==> config.mk <==
export PLATFORM = sky130hd
export DESIGN_NAME = grp_barrier_unit
export DESIGN_NICKNAME = d
export VERILOG_FILES = /design/src/rtl/gbu_pkg.sv /design/src/rtl/gbu_slot_ctx.sv /design/src/rtl/gbu_mask_merge.sv /design/src/rtl/grp_barrier_unit.sv
export SDC_FILE = /design/constraint.sdc
export NUM_CORES = 1
export LEC_CHECK = 0
export BUFFER_PORTS_ARGS = -buffer_cell sky130_fd_sc_hd__clkbuf_2
export CAP_MARGIN = 25
export CORE_AREA = 2 2 167 210
export DETAILED_ROUTE_END_ITERATION = 6
export DIE_AREA = 0 0 169 212
export PLACE_DENSITY = 0.62
export SYNTH_ARGS = -nofsm -noshare
export SYNTH_HDL_FRONTEND = slang
export SYNTH_HIERARCHICAL = 1
export SYNTH_SLANG_ARGS = --single-unit
==> constraint.sdc <==
create_clock -name clk -period 2.25 [get_ports clk]
set_input_delay 0.45 -clock clk [delete_from_list [all_inputs] [get_ports clk]]
set_output_delay 0.45 -clock clk [all_outputs]
set_load 0.1 [all_outputs]
==> src/rtl/gbu_pkg.sv <==
package gbu_pkg;
  // whole warps needed for a thread count, limited to a ceiling
  function automatic int unsigned warps_needed(int unsigned threads,
                                               int unsigned lanes,
                                               int unsigned cap);
    int unsigned w;
    w = (threads + lanes - 1) / lanes;
    return (w > cap) ? cap : w;
  endfunction
endpackage

==> src/rtl/gbu_slot_ctx.sv <==
module gbu_slot_ctx #(
  parameter int unsigned WARPS  = 24,
  parameter int unsigned CNT_W  = 5,
  parameter int unsigned WARP_W = 5
) (
  input  logic              clk,
  input  logic              rst_n,
  input  logic              cfg_hit,
  input  logic [CNT_W-1:0]  cfg_warps,
  input  logic              arr_hit,
  input  logic [WARP_W-1:0] arr_warp,
  output logic [WARPS-1:0]  held,
  output logic              release_q,
  output logic              reject
);
  logic [CNT_W-1:0] need_q, cnt_q, cnt_nx;
  logic [WARPS-1:0] held_q;
  logic             rel_q, live, seen, take;

  assign live   = (need_q != '0);
  assign seen   = held_q[arr_warp];
  assign take   = arr_hit && !cfg_hit && live && !seen;
  assign reject = arr_hit && !cfg_hit && (!live || seen);
  assign cnt_nx = cnt_q + 1'b1;

  always_ff @(posedge clk) begin
    if (!rst_n) begin
      need_q <= '0;
      cnt_q  <= '0;
      held_q <= '0;
      rel_q  <= 1'b0;
    end else begin
      rel_q <= 1'b0;
      if (cfg_hit) begin
        need_q <= cfg_warps;
        cnt_q  <= '0;
        held_q <= '0;
      end else if (take) begin
        if (cnt_nx == need_q) begin
          cnt_q  <= '0;
          held_q <= '0;
          rel_q  <= 1'b1;
        end else begin
          cnt_q            <= cnt_nx;
          held_q[arr_warp] <= 1'b1;
        end
      end
    end
  end

  assign held      = held_q;
  assign release_q = rel_q;

  AST_COUNT_TRACKS_MASK: assert property (@(posedge clk) disable iff (!rst_n)
    $countones(held_q) == int'(cnt_q));
  AST_RELEASE_EMPTIES: assert property (@(posedge clk) disable iff (!rst_n)
    rel_q |-> (held_q == '0 && cnt_q == '0));
  AST_COUNT_BELOW_NEED: assert property (@(posedge clk) disable iff (!rst_n)
    live |-> (cnt_q < need_q));
  AST_IDLE_HOLDS_NONE: assert property (@(posedge clk) disable iff (!rst_n)
    !live |-> (held_q == '0));
  AST_CFG_WINS: assert property (@(posedge clk) disable iff (!rst_n)
    cfg_hit |=> (held_q == '0 && !rel_q));
endmodule

==> src/rtl/gbu_mask_merge.sv <==
module gbu_mask_merge #(
  parameter int unsigned SRCS  = 8,
  parameter int unsigned WIDTH = 24
) (
  input  logic [SRCS-1:0][WIDTH-1:0] masks,
  output logic [WIDTH-1:0]           merged
);
  always_comb begin
    merged = '0;
    for (int i = 0; i < int'(SRCS); i++) merged = merged | masks[i];
  end
endmodule

==> src/rtl/grp_barrier_unit.sv <==
module grp_barrier_unit #(
  parameter int unsigned NUM_SLOTS   = 8,
  parameter int unsigned NUM_WARPS   = 24,
  parameter int unsigned WARP_SIZE   = 32,
  parameter int unsigned MAX_THREADS = 512,
  localparam int unsigned MAX_WARPS  = MAX_THREADS / WARP_SIZE,
  localparam int unsigned SLOT_W     = $clog2(NUM_SLOTS),
  localparam int unsigned WARP_W     = $clog2(NUM_WARPS),
  localparam int unsigned CNT_W      = $clog2(MAX_WARPS + 1),
  localparam int unsigned THR_W      = $clog2(MAX_THREADS + 1)
) (
  input  logic                 clk,
  input  logic                 rst_n,
  input  logic                 cfg_valid,
  output logic                 cfg_ready,
  input  logic [SLOT_W-1:0]    cfg_slot,
  input  logic [THR_W-1:0]     cfg_threads,
  input  logic                 arr_valid,
  output logic                 arr_ready,
  input  logic [SLOT_W-1:0]    arr_slot,
  input  logic [WARP_W-1:0]    arr_warp,
  output logic [NUM_WARPS-1:0] stall_mask,
  output logic [NUM_SLOTS-1:0] release_pulse,
  output logic                 arrive_err
);
  import gbu_pkg::*;

  logic [CNT_W-1:0]                  cfg_warps;
  logic                              warp_ok;
  logic [NUM_SLOTS-1:0]              rej_vec;
  logic [NUM_SLOTS-1:0][NUM_WARPS-1:0] held_vec;
  logic                              err_q;

  assign cfg_ready = 1'b1;
  assign arr_ready = 1'b1;
  assign cfg_warps = CNT_W'(warps_needed(int'(cfg_threads), WARP_SIZE, MAX_WARPS));
  assign warp_ok   = (int'(arr_warp) < int'(NUM_WARPS));

  for (genvar s = 0; s < int'(NUM_SLOTS); s++) begin : g_slot
    gbu_slot_ctx #(.WARPS(NUM_WARPS), .CNT_W(CNT_W), .WARP_W(WARP_W)) u_ctx (
      .clk       (clk),
      .rst_n     (rst_n),
      .cfg_hit   (cfg_valid && cfg_slot == SLOT_W'(s)),
      .cfg_warps (cfg_warps),
      .arr_hit   (arr_valid && warp_ok && arr_slot == SLOT_W'(s)),
      .arr_warp  (arr_warp),
      .held      (held_vec[s]),
      .release_q (release_pulse[s]),
      .reject    (rej_vec[s])
    );
  end

  gbu_mask_merge #(.SRCS(NUM_SLOTS), .WIDTH(NUM_WARPS)) u_merge (
    .masks  (held_vec),
    .merged (stall_mask)
  );

  always_ff @(posedge clk) begin
    if (!rst_n) err_q <= 1'b0;
    else        err_q <= (arr_valid && !warp_ok) || (|rej_vec);
  end
  assign arrive_err = err_q;

  AST_ONE_RELEASE: assert property (@(posedge clk) disable iff (!rst_n)
    $onehot0(release_pulse));
  AST_ERR_IS_PULSE: assert property (@(posedge clk) disable iff (!rst_n)
    (err_q && !arr_valid) |=> !err_q);
  AST_BAD_WARP_FLAGS: assert property (@(posedge clk) disable iff (!rst_n)
    (arr_valid && !warp_ok) |=> err_q);
  AST_HANDSHAKE_OPEN: assert property (@(posedge clk)
    cfg_valid |-> cfg_ready);
endmodule

==> flow_metrics.env, run 1 <==
export IMPL_cp_top_family="simple AND/OR/NAND/NOR gates"
export IMPL_place_inst=2164
export IMPL_synth_seq_cells=281
export IMPL_h_tree_depth=1
export IMPL_gr_total_overflow=0
export IMPL_area_growth_pct=20.5
export IMPL_dpl_hpwl_mm=32.6
export IMPL_fin_nets=1803
export IMPL_layout_commonest_cell="dfxtp_1"
export IMPL_crit_chain="nor4_1, nand2_1, clkbuf_4"
export IMPL_synth_top_area_share_pct=37.4
export IMPL_portBuffers=57
export IMPL_cpMaxStageDelayCell="nor4_1"
export IMPL_synth_edf_count=0
export IMPL_drive_above_1_share_pct=26.0
export IMPL_wl_mm=43.8
export IMPL_p_per_area_nw_per_um2=630
export IMPL_p_leak_nw=7.18
export IMPL_intPower_mw=8.70
export IMPL_setup_viol_count_final=1
export IMPL_avgSynthCellArea_um2=9.30
export IMPL_ir_worst_vdd_v=0.000640
export IMPL_critPathBufInv=1
export IMPL_clock_latency_ns=0.60
export IMPL_start_util_pct=44.2
export IMPL_cap_violations=0
export IMPL_cts_sinks=281
export IMPL_layout_common_cells="276 x dfxtp_1, 254 x nor2_1, 194 x a31oi_1, 169 x buf_4, 94 x mux2i_1"
export IMPL_seq_power_share_pct=43.9
export IMPL_tightest_slew_ns=0.651
export IMPL_crit_path_start_kind="flip-flop"
export IMPL_p_comb_share_pct=8.5
export IMPL_dpl_worst_slack_ns=-0.567
export IMPL_cpPeakStageDelay_ns=0.45
export IMPL_slew_viol_final=0
export IMPL_max_clock_path_buffers=3
export IMPL_grt_pass1_vias=12800
export IMPL_die_w_um=169
export IMPL_drt_iter0_markers=855
export IMPL_synth_largest_area_cell="dfxtp_1"
export IMPL_synthArstFlopShare_pct=0
export IMPL_cts_buffers=30
export IMPL_fin_setup_tns_ns=-0.0395
export IMPL_outcome="complete, but fails checks"
export IMPL_tritoncts="yes"
export IMPL_synth_top_flop_cell="dfxtp_1"
export IMPL_cp_arrival_ns=1.84
export IMPL_switchingPower_mw=2.71
export IMPL_holdCritPathClass="input pin to flip-flop"
export IMPL_antenna_found_initial=1
export IMPL_drc=0
export IMPL_setup_ws_ns=-0.0395
export IMPL_die_area_um2=35800
export IMPL_yosysUniqueCellTypes=62
export IMPL_swShare_pct=23.7
export IMPL_coreArea_um2=34000
export IMPL_yosys_warnings=6
export IMPL_relSlewSlack_pct=56.5
export IMPL_num_rows=76
export IMPL_root_buffer="clkbuf_16"
export IMPL_die_y_um=212
export IMPL_synth_area_um2=15000
export IMPL_fin_crit_ns=2.29
export IMPL_gp_congestion=0.929
export IMPL_finalHoldViolCount=0
export IMPL_cts_clk_slew_worst_paths_ns=0.06
export IMPL_grt_usage_pct=23.9
export IMPL_synthCells=1617
export IMPL_fmax_mhz=437
export IMPL_grt_max_degree=30
export IMPL_num_io_pins=60
export IMPL_drtAntennaViolNets=0
export IMPL_first_pass_iters=5
export IMPL_critPathMaxFanout=3
export IMPL_grt_pass1_wl_mm=68.2
export IMPL_fin_skew_ns=0.0405
export IMPL_num_vias=13100
export IMPL_endpoint_kind="output pin"
export IMPL_violations="setup timing"
export IMPL_cts_hold_buf=0
export IMPL_critPathRequiredTime_ns=1.80
export IMPL_worstSetupPathType="flip-flop to output pin"
export IMPL_routedWlPerCell_um=19.7
export IMPL_yosysSeqAreaShare_pct=37.4
export IMPL_period_share_pct=102
export IMPL_utilization_pct=53.2
export IMPL_viasPerCell=5.87
export IMPL_pwr_share_clk_pct=47.7
export IMPL_synth_area_leaders="dfxtp_1 37%, a31oi_1 8.1%, nor2_1 6.3%"
export IMPL_r2r_setup_slack_ns=0.06
export IMPL_fin_cells=2225
==> tightest hold or removal path, stage by stage <==
cell and delay (ns):
clkbuf_2 0.13, buf_4 0.14, nand3_1 0.08, a31oi_1 0.08
==> layout make-up <==
cell class	count	area (um2)
Inverter	11	41.3
Clock buffer	46	901
Clock inverter	10	203
Antenna cell	2	5.00
Multi-Input combinational cell	1204	8710
Tap cell	429	537
Fill cell	3079	15900
Timing Repair Buffer	242	2090
Sequential cell	281	5630
==> power groups by stage <==
stage	combinational (mW)	clock [mW]	sequential, mW
after floorplan	0.578	0	5.12
after global placement	0.941	0	5.11
after detailed placement	0.951	0	5.11
after CTS	0.957	5.54	5.00
after global routing	1.03	5.75	5.00
final	0.966	5.44	5.00
==> cells by family (layout without fill, tap and decap cells) <==
family,Yosys count,after routing,synth area share (%)
muxes,145,145,10.8
xor gates and xnor gates,48,48,2.80
and+or+nand+nor,682,682,25.0
other,1,4,0.0249
DFF,281,281,37.4
adders and majority gates,8,8,0.666
buffers and inverters,133,309,7.10
AOI/OAI and AO/OA,319,319,16.2
==> metrics by stage <==
step	cell area (um2)	hold WS, ns	total power, mW
6_report	18100	0.354	11.4
3_3_place_gp	16500	0.468	6.05
5_1_grt	18100	0.354	11.8
4_1_cts	17800	0.332	11.5
3_5_place_dp	16500	0.483	6.06
2_1_floorplan	15000	0.453	5.70
==> Yosys cell counts (all sizes together), types with 8 or more instances <==
cell type    n
and3b       31
nand3b      15
and2b       21
a32o        24
nor4        50
nor3        37
and2        15
nand2b      14
a311oi       8
mux4         9
nand4       15
mux2        42
nand2       57
o21ai       26
xnor2       24
inv         11
dfxtp      281
nor2       254
nand3       20
o221ai       8
a21o         8
nor2b       67
o21bai       8
mux2i       94
clkbuf      19
a2111oi      8
and3        25
or3          9
ha           8
buf        103
a31oi      194
a22oi       10
xor2        24
nor3b       39
==> metal layers <==
| layer | global-route usage [%] | vias to the layer above | routed length (um) |
|---|---|---|---|
| li1 | - | 6281 | - |
| met1 | 28.7 | 6319 | 17900 |
| met2 | 42.6 | 366 | 21900 |
| met3 | 2.53 | 96 | 2070 |
| met4 | 11.6 | 0 | 1890 |
| met5 | 0 | - | 0 |
==> registers in the layout, summed over array words and instances, names as in the netlist <==
register / cells
arrive_err: 1
g_slot.u_ctx/cnt_q: 40
g_slot.u_ctx/held: 192
g_slot.u_ctx/need_q: 40
g_slot.u_ctx/release_q: 8
==> repair_timing <==
item                       in CTS  in global routing
pin swaps                       2                  7
gates resized for setup        57                 55
setup endpoints to repair      30                196
setup buffers                   1                  2
==> final timing paths <==
check                                start  cells after the start                        to
hold / removal                   arr_valid                      4                arrive_err
hold reg to reg   g_slot[6].u_ctx/held[23]                      2  g_slot[6].u_ctx/held[23]
setup reg to reg  g_slot[7].u_ctx/held[18]                      7  g_slot[7].u_ctx/cnt_q[2]
setup / recovery  g_slot[4].u_ctx/held[13]                      3            stall_mask[13]
Power figures use the tool's default switching activity.
==> inputs of run 2 (changes only) <==
--- a/config.mk
+++ b/config.mk
@@ -7,10 +7,12 @@
 export LEC_CHECK = 0
 export BUFFER_PORTS_ARGS = -buffer_cell sky130_fd_sc_hd__clkbuf_2
 export CAP_MARGIN = 25
-export CORE_AREA = 2 2 167 210
+export CELL_PAD_IN_SITES_DETAIL_PLACEMENT = 0
+export CELL_PAD_IN_SITES_GLOBAL_PLACEMENT = 1
+export CORE_AREA = 2 2 169 212
 export DETAILED_ROUTE_END_ITERATION = 6
-export DIE_AREA = 0 0 169 212
-export PLACE_DENSITY = 0.62
+export DIE_AREA = 0 0 171 214
+export PLACE_DENSITY = 0.75
 export SYNTH_ARGS = -nofsm -noshare
 export SYNTH_HDL_FRONTEND = slang
 export SYNTH_HIERARCHICAL = 1
==> run 2 against run 1 <==
Compared with the run above:
- the flow still finishes with violations (setup timing)
- hold slack worse by 0.096 ns
- die area up 2.1%
- sequential share of layout area increased by 0.34 points
- setup slack gained 0.015 ns
- flip-flop and latch count did not move
- clock power shrank 11%
- fmax grew 0.66%
- cell count rose by 1.9%
- global-route usage up 0.056 points
- first-iteration DRC count up 14%
- critical endpoint is now stall_mask[19]
==> flow_metrics.env, run 2 (same netlist as run 1, synthesis figures left out) <==
export IMPL_gr_total_overflow=0
export IMPL_coreArea_um2=34400
export IMPL_fin_skew_ns=0.0300
export IMPL_r2r_start="g_slot[2].u_ctx/held[22]"
export IMPL_nFillCells=3258
export IMPL_tightest_slew_ns=0.675
export IMPL_swShare_pct=25.0
export IMPL_cap_violations=0
export IMPL_portBuffers=57
export IMPL_routedWlPerCell_um=19.7
export IMPL_min_from="arr_valid"
export IMPL_crit_path_start_kind="flip-flop"
export IMPL_fmax_mhz=440
export IMPL_met3_usage_pct=2.96
export IMPL_critPathRequiredTime_ns=1.80
export IMPL_dpl_hpwl_mm=33.1
export IMPL_hold_slack_ns=0.257
export IMPL_drive_above_1_share_pct=25.7
export IMPL_num_rows=76
export IMPL_switchingPower_mw=2.70
export IMPL_cts_buffers=30
export IMPL_fin_nets=1809
export IMPL_gr_usage_met2_pct=39.9
export IMPL_cpPeakStageDelay_ns=0.39
export IMPL_grt_pass1_wl_mm=69.8
export IMPL_relSlewSlack_pct=54.9
export IMPL_p_per_area_nw_per_um2=603
export IMPL_ir_worst_vdd_v=0.000686
export IMPL_die_w_um=171
export IMPL_cts_hold_buf=0
export IMPL_p_comb_share_pct=9.0
export IMPL_finalHoldViolCount=0
export IMPL_wl_mm=44.7
export IMPL_cp_top_family="simple AND/OR/NAND/NOR gates"
export IMPL_start_util_pct=43.7
export IMPL_drc=0
export IMPL_setup_ws_ns=-0.0245
export IMPL_dpl_worst_slack_ns=-0.454
export IMPL_grt_max_degree=33
export IMPL_setup_viol_count_final=1
export IMPL_grt_busiest_layer="met2"
export IMPL_largest_register_ffs=192
export IMPL_drtAntennaViolNets=0
export IMPL_crit_start="g_slot[0].u_ctx/held[19]"
export IMPL_root_buffer="clkbuf_16"
export IMPL_place_inst=2211
export IMPL_outcome="complete, but fails checks"
export IMPL_drt_iter0_markers=975
export IMPL_max_clock_path_buffers=3
export IMPL_slew_viol_final=0
export IMPL_p_leak_nw=7.11
export IMPL_die_area_um2=36600
export IMPL_n_antenna_cell=0
export IMPL_cts_clk_slew_worst_paths_ns=0.06
export IMPL_fin_cells=2267
export IMPL_num_io_pins=60
export IMPL_layout_commonest_cell="dfxtp_1"
export IMPL_fin_crit_ns=2.27
export IMPL_intPower_mw=8.10
export IMPL_cpMaxStageDelayCell="nor4_1"
export IMPL_area_growth_pct=19.2
export IMPL_holdCritPathClass="input pin to flip-flop"
export IMPL_layout_common_cells="277 x dfxtp_1, 254 x nor2_1, 194 x a31oi_1, 182 x buf_4, 94 x mux2i_1"
export IMPL_tritoncts="yes"
export IMPL_first_pass_iters=5
export IMPL_critPathBufInv=1
export IMPL_h_tree_depth=1
export IMPL_critPathMaxFanout=3
export IMPL_grt_pass1_vias=12700
export IMPL_cts_sinks=281
export IMPL_violations="setup timing"
export IMPL_utilization_pct=52.1
export IMPL_seq_power_share_pct=46.3
export IMPL_endpoint_kind="output pin"
export IMPL_gp_congestion=0.941
export IMPL_antenna_found_initial=0
export IMPL_num_vias=13100
export IMPL_clock_latency_ns=0.59
export IMPL_period_share_pct=101
export IMPL_grt_usage_pct=24.0
export IMPL_die_y_um=214
export IMPL_worstSetupPathType="flip-flop to output pin"
export IMPL_met1_usage_pct=31.0
export IMPL_cp_arrival_ns=1.82
export IMPL_viasPerCell=5.78
export IMPL_pwr_share_clk_pct=44.7
export IMPL_crit_chain="nor4_1, nand2_1, clkbuf_8"
-- run 2: changes by cell type in the layout (fill, tap and decap cells not counted), moves of 4 or more --
cell / change
buf_12: -4
buf_4: +13
bufinv_16: -4
clkbuf_8: -4
clkinv_2: +6
-- run 2: through the flow --
stage | instance area, um2 | setup TNS, ns | total power, mW
floorplan | 15000 | 0 | 5.70
global placement | 16500 | -67.49 | 6.07
detailed placement | 16500 | -71.78 | 6.07
CTS | 17800 | 0 | 10.9
global route | 17900 | -0.00351 | 11.2
finish | 17900 | -0.0245 | 10.8
-- run 2: final timing paths --
kind | slack (ns) | cells past startpoint | endpoint
min | 0.26 | 3 | arrive_err
min reg2reg | 0.50 | 2 | g_slot[3].u_ctx/held[15]
max | -0.02 | 3 | stall_mask[19]
max reg2reg | 0.05 | 8 | arrive_err
-- run 2: layout make-up --
type | count | area (um2) | area share, %
clock buffers | 42 | 846 | 4.72
clock inverters | 13 | 106 | 0.594
inverters | 11 | 41.3 | 0.230
multi-input cells | 1204 | 8650 | 48.3
flip-flops and latches | 281 | 5630 | 31.4
well taps | 468 | 586 | 3.27
repair buffers | 248 | 2060 | 11.5
-- run 2: power by group through the flow --
stage          logic (mW)  registers [mW]  clock network (mW)
2_1_floorplan       0.578            5.12                   0
6_report            0.975            5.00                4.82
4_1_cts             0.965            5.00                4.94
5_1_grt              1.04            5.00                5.14
3_5_place_dp        0.961            5.11                   0
3_3_place_gp        0.952            5.11                   0
-- run 2: worst reg2reg max path: stages (launching register included) --
cell and delay [ns]:
dfxtp_1 0.36, mux2_2 0.29, a22oi_1 0.35, a31o_1 0.26, nand4_1 0.08, and2_1 0.18, nor4_1 0.29, buf_4 0.17
a31oi_1 0.07
-- run 2: repair_timing --
| item | 4_1_cts | 5_1_grt |
|---|---|---|
| pin swaps | 1 | 4 |
| buffers inserted | 0 | 1 |
| resized for setup | 56 | 41 |
| setup endpoints to repair | 23 | 136 |
| cloned | 0 | 0 |
-- run 2: layer usage --
layer	part of all wire [%]	vias up	wire [um]
met5	0	-	0
met4	4.1	0	1840
met3	5.4	85	2420
met2	48	421	21500
met1	42	6326	18900
li1	-	6267	-
==> inputs of run 3 (changes only) <==
--- a/config.mk
+++ b/config.mk
@@ -10,6 +10,7 @@
 export CELL_PAD_IN_SITES_DETAIL_PLACEMENT = 0
 export CELL_PAD_IN_SITES_GLOBAL_PLACEMENT = 1
 export CORE_AREA = 2 2 169 212
+export CTS_BUF_LIST = sky130_fd_sc_hd__clkbuf_16
 export DETAILED_ROUTE_END_ITERATION = 6
 export DIE_AREA = 0 0 171 214
 export PLACE_DENSITY = 0.75
==> run 3 against run 2 <==
Compared with the run above:
- the flow still finishes with violations (setup timing)
- sequential share of layout area up 0.095 points
- first-iteration DRC count fell by 0.82%
- global-route usage hardly changed
- setup slack better by 0.014 ns
- clock power shrank 4%
- critical path type unchanged
- highest routed layer unchanged
==> flow_metrics.env, run 3 (same netlist as run 1, synthesis figures left out) <==
export IMPL_root_buffer="clkbuf_16"
export IMPL_critPathRequiredTime_ns=1.80
export IMPL_fin_crit_ns=2.26
export IMPL_r2r_end="arrive_err"
export IMPL_cts_sinks=281
export IMPL_fmax_mhz=442
export IMPL_dpl_hpwl_mm=33.1
export IMPL_grt_max_degree=33
export IMPL_num_io_pins=60
export IMPL_die_y_um=214
export IMPL_utilization_pct=51.9
export IMPL_cts_buffers=30
export IMPL_power_mw=10.6
export IMPL_fin_nets=1809
export IMPL_grt_usage_pct=24.0
export IMPL_die_w_um=171
export IMPL_setup_ws_ns=-0.0109
export IMPL_h_tree_depth=1
export IMPL_outcome="complete, but fails checks"
export IMPL_grt_pass1_wl_mm=69.8
export IMPL_grt_pass1_vias=12700
export IMPL_fin_setup_tns_ns=-0.0109
export IMPL_slew_viol_final=0
export IMPL_cpPeakStageDelay_ns=0.39
export IMPL_fin_skew_ns=0.0281
export IMPL_start_util_pct=43.7
export IMPL_gr_total_overflow=0
export IMPL_cts_hold_buf=0
export IMPL_p_comb_share_pct=9.2
export IMPL_violations="setup timing"
export IMPL_gp_congestion=0.941
export IMPL_endpoint_kind="output pin"
export IMPL_relSlewSlack_pct=55.4
export IMPL_n_antenna_cell=0
export IMPL_p_per_area_nw_per_um2=593
export IMPL_crit_path_start_kind="flip-flop"
export IMPL_portBuffers=57
export IMPL_tightest_slew_ns=0.668
export IMPL_cp_top_family="simple AND/OR/NAND/NOR gates"
export IMPL_die_area_um2=36600
export IMPL_ir_worst_vdd_v=0.000689
export IMPL_wl_mm=44.6
export IMPL_clock_latency_ns=0.59
export IMPL_first_pass_iters=5
export IMPL_drt_iter0_markers=967
export IMPL_r2r_start="g_slot[2].u_ctx/held[22]"
export IMPL_nFillCells=3264
export IMPL_r2r_cells=8
export IMPL_worstSetupPathType="flip-flop to output pin"
export IMPL_whs_path_depth=3
export IMPL_drive_above_1_share_pct=25.3
export IMPL_min_delay_worst_endpoint="arrive_err"
export IMPL_antenna_found_initial=0
export IMPL_switchingPower_mw=2.70
export IMPL_crit_chain="nor4_1, nand2_1, clkbuf_8"
export IMPL_drc=0
export IMPL_period_share_pct=100
export IMPL_largest_register_ffs=192
export IMPL_critPathBufInv=1
export IMPL_min_from="arr_valid"
export IMPL_finalHoldViolCount=0
export IMPL_fin_cells=2267
export IMPL_cpMaxStageDelayCell="nor4_1"
export IMPL_dpl_worst_slack_ns=-0.454
export IMPL_num_rows=76
export IMPL_p_leak_nw=7.11
export IMPL_layout_commonest_cell="dfxtp_1"
export IMPL_cap_violations=0
export IMPL_coreArea_um2=34400
export IMPL_area_growth_pct=18.8
export IMPL_tritoncts="yes"
export IMPL_place_inst=2211
export IMPL_setup_viol_count_final=1
export IMPL_seq_power_share_pct=47.2
export IMPL_viasPerCell=5.78
export IMPL_cp_arrival_ns=1.81
export IMPL_drtAntennaViolNets=0
export IMPL_max_clock_path_buffers=3
export IMPL_r2r_setup_slack_ns=0.04
export IMPL_holdCritPathClass="input pin to flip-flop"
export IMPL_num_vias=13100
export IMPL_swShare_pct=25.5
export IMPL_layout_common_cells="277 x dfxtp_1, 254 x nor2_1, 194 x a31oi_1, 182 x buf_4, 94 x mux2i_1"
export IMPL_routedWlPerCell_um=19.7
export IMPL_intPower_mw=7.89
export IMPL_cts_clk_slew_worst_paths_ns=0.06
export IMPL_pwr_share_clk_pct=43.6
export IMPL_critPathMaxFanout=3
[run 3: cell count changes in the layout (fill, tap and decap cells not counted), sizes merged]
cell    previous run  this run
inv               11        18
clkinv            10        15
clkbuf            86        73
buf              204       205
[run 3: worst max path at each step]
| stage | startpoint | endpoint | slack, ns | cells past startpoint |
|---|---|---|---|---|
| 2_1_floorplan | arr_warp[0] | g_slot[7].u_ctx/cnt_q[2] | 0.009 | 9 |
| 3_3_place_gp | arr_warp[0] | arrive_err | -0.44 | 10 |
| 3_5_place_dp | arr_warp[0] | arrive_err | -0.45 | 10 |
| 4_1_cts | g_slot[4].u_ctx/held[5] | stall_mask[5] | 0.00002 | 4 |
| 5_1_grt | g_slot[6].u_ctx/cnt_q[0] | g_slot[6].u_ctx/cnt_q[2] | -0.003 | 7 |
| 6_report | g_slot[0].u_ctx/held[19] | stall_mask[19] | -0.01 | 3 |
[run 3: repair_timing]
action | in CTS | in global routing
gates resized for setup | 56 | 41
pin swaps | 1 | 4
setup endpoints to repair | 23 | 137
buffers inserted | 0 | 1
[run 3: cell type report]
type	count	area (um2)	share of cell area (%)
repair buffers	248	2060	11.6
inverters	11	41.3	0.231
flip-flops and latches	281	5630	31.5
clock buffers	30	751	4.20
clock inverters	25	151	0.847
multi-input cells	1204	8640	48.4
well taps	468	586	3.28
[run 3: tightest hold or removal path, stage by stage]
cell and delay [ns]:
clkbuf_2 0.13, nand3_1 0.10, a31oi_1 0.08
[run 3: metal layers]
| metal | share of wire, % | track usage (%) | up-vias |
|---|---|---|---|
| met5 | 0 | 0 | - |
| met4 | 4.3 | 10.6 | 0 |
| met3 | 5.2 | 2.96 | 83 |
| met2 | 48 | 39.8 | 401 |
| met1 | 43 | 31.0 | 6344 |
| li1 | - | - | 6270 |
[run 3: through the flow]
step           area, um2  hold WS [ns]
4_1_cts            17700         0.206
6_report           17900         0.249
3_5_place_dp       16500         0.474
2_1_floorplan      15000         0.453
3_3_place_gp       16500         0.469
5_1_grt            17900         0.240
[run 3: power groups by stage]
stage | Clock [mW] | Combinational, mW | Sequential (mW)
finish | 4.62 | 0.973 | 5.00
global route | 4.93 | 1.04 | 5.00
CTS | 4.74 | 0.965 | 5.00
detailed placement | 0 | 0.961 | 5.11
global placement | 0 | 0.952 | 5.11
floorplan | 0 | 0.578 | 5.12
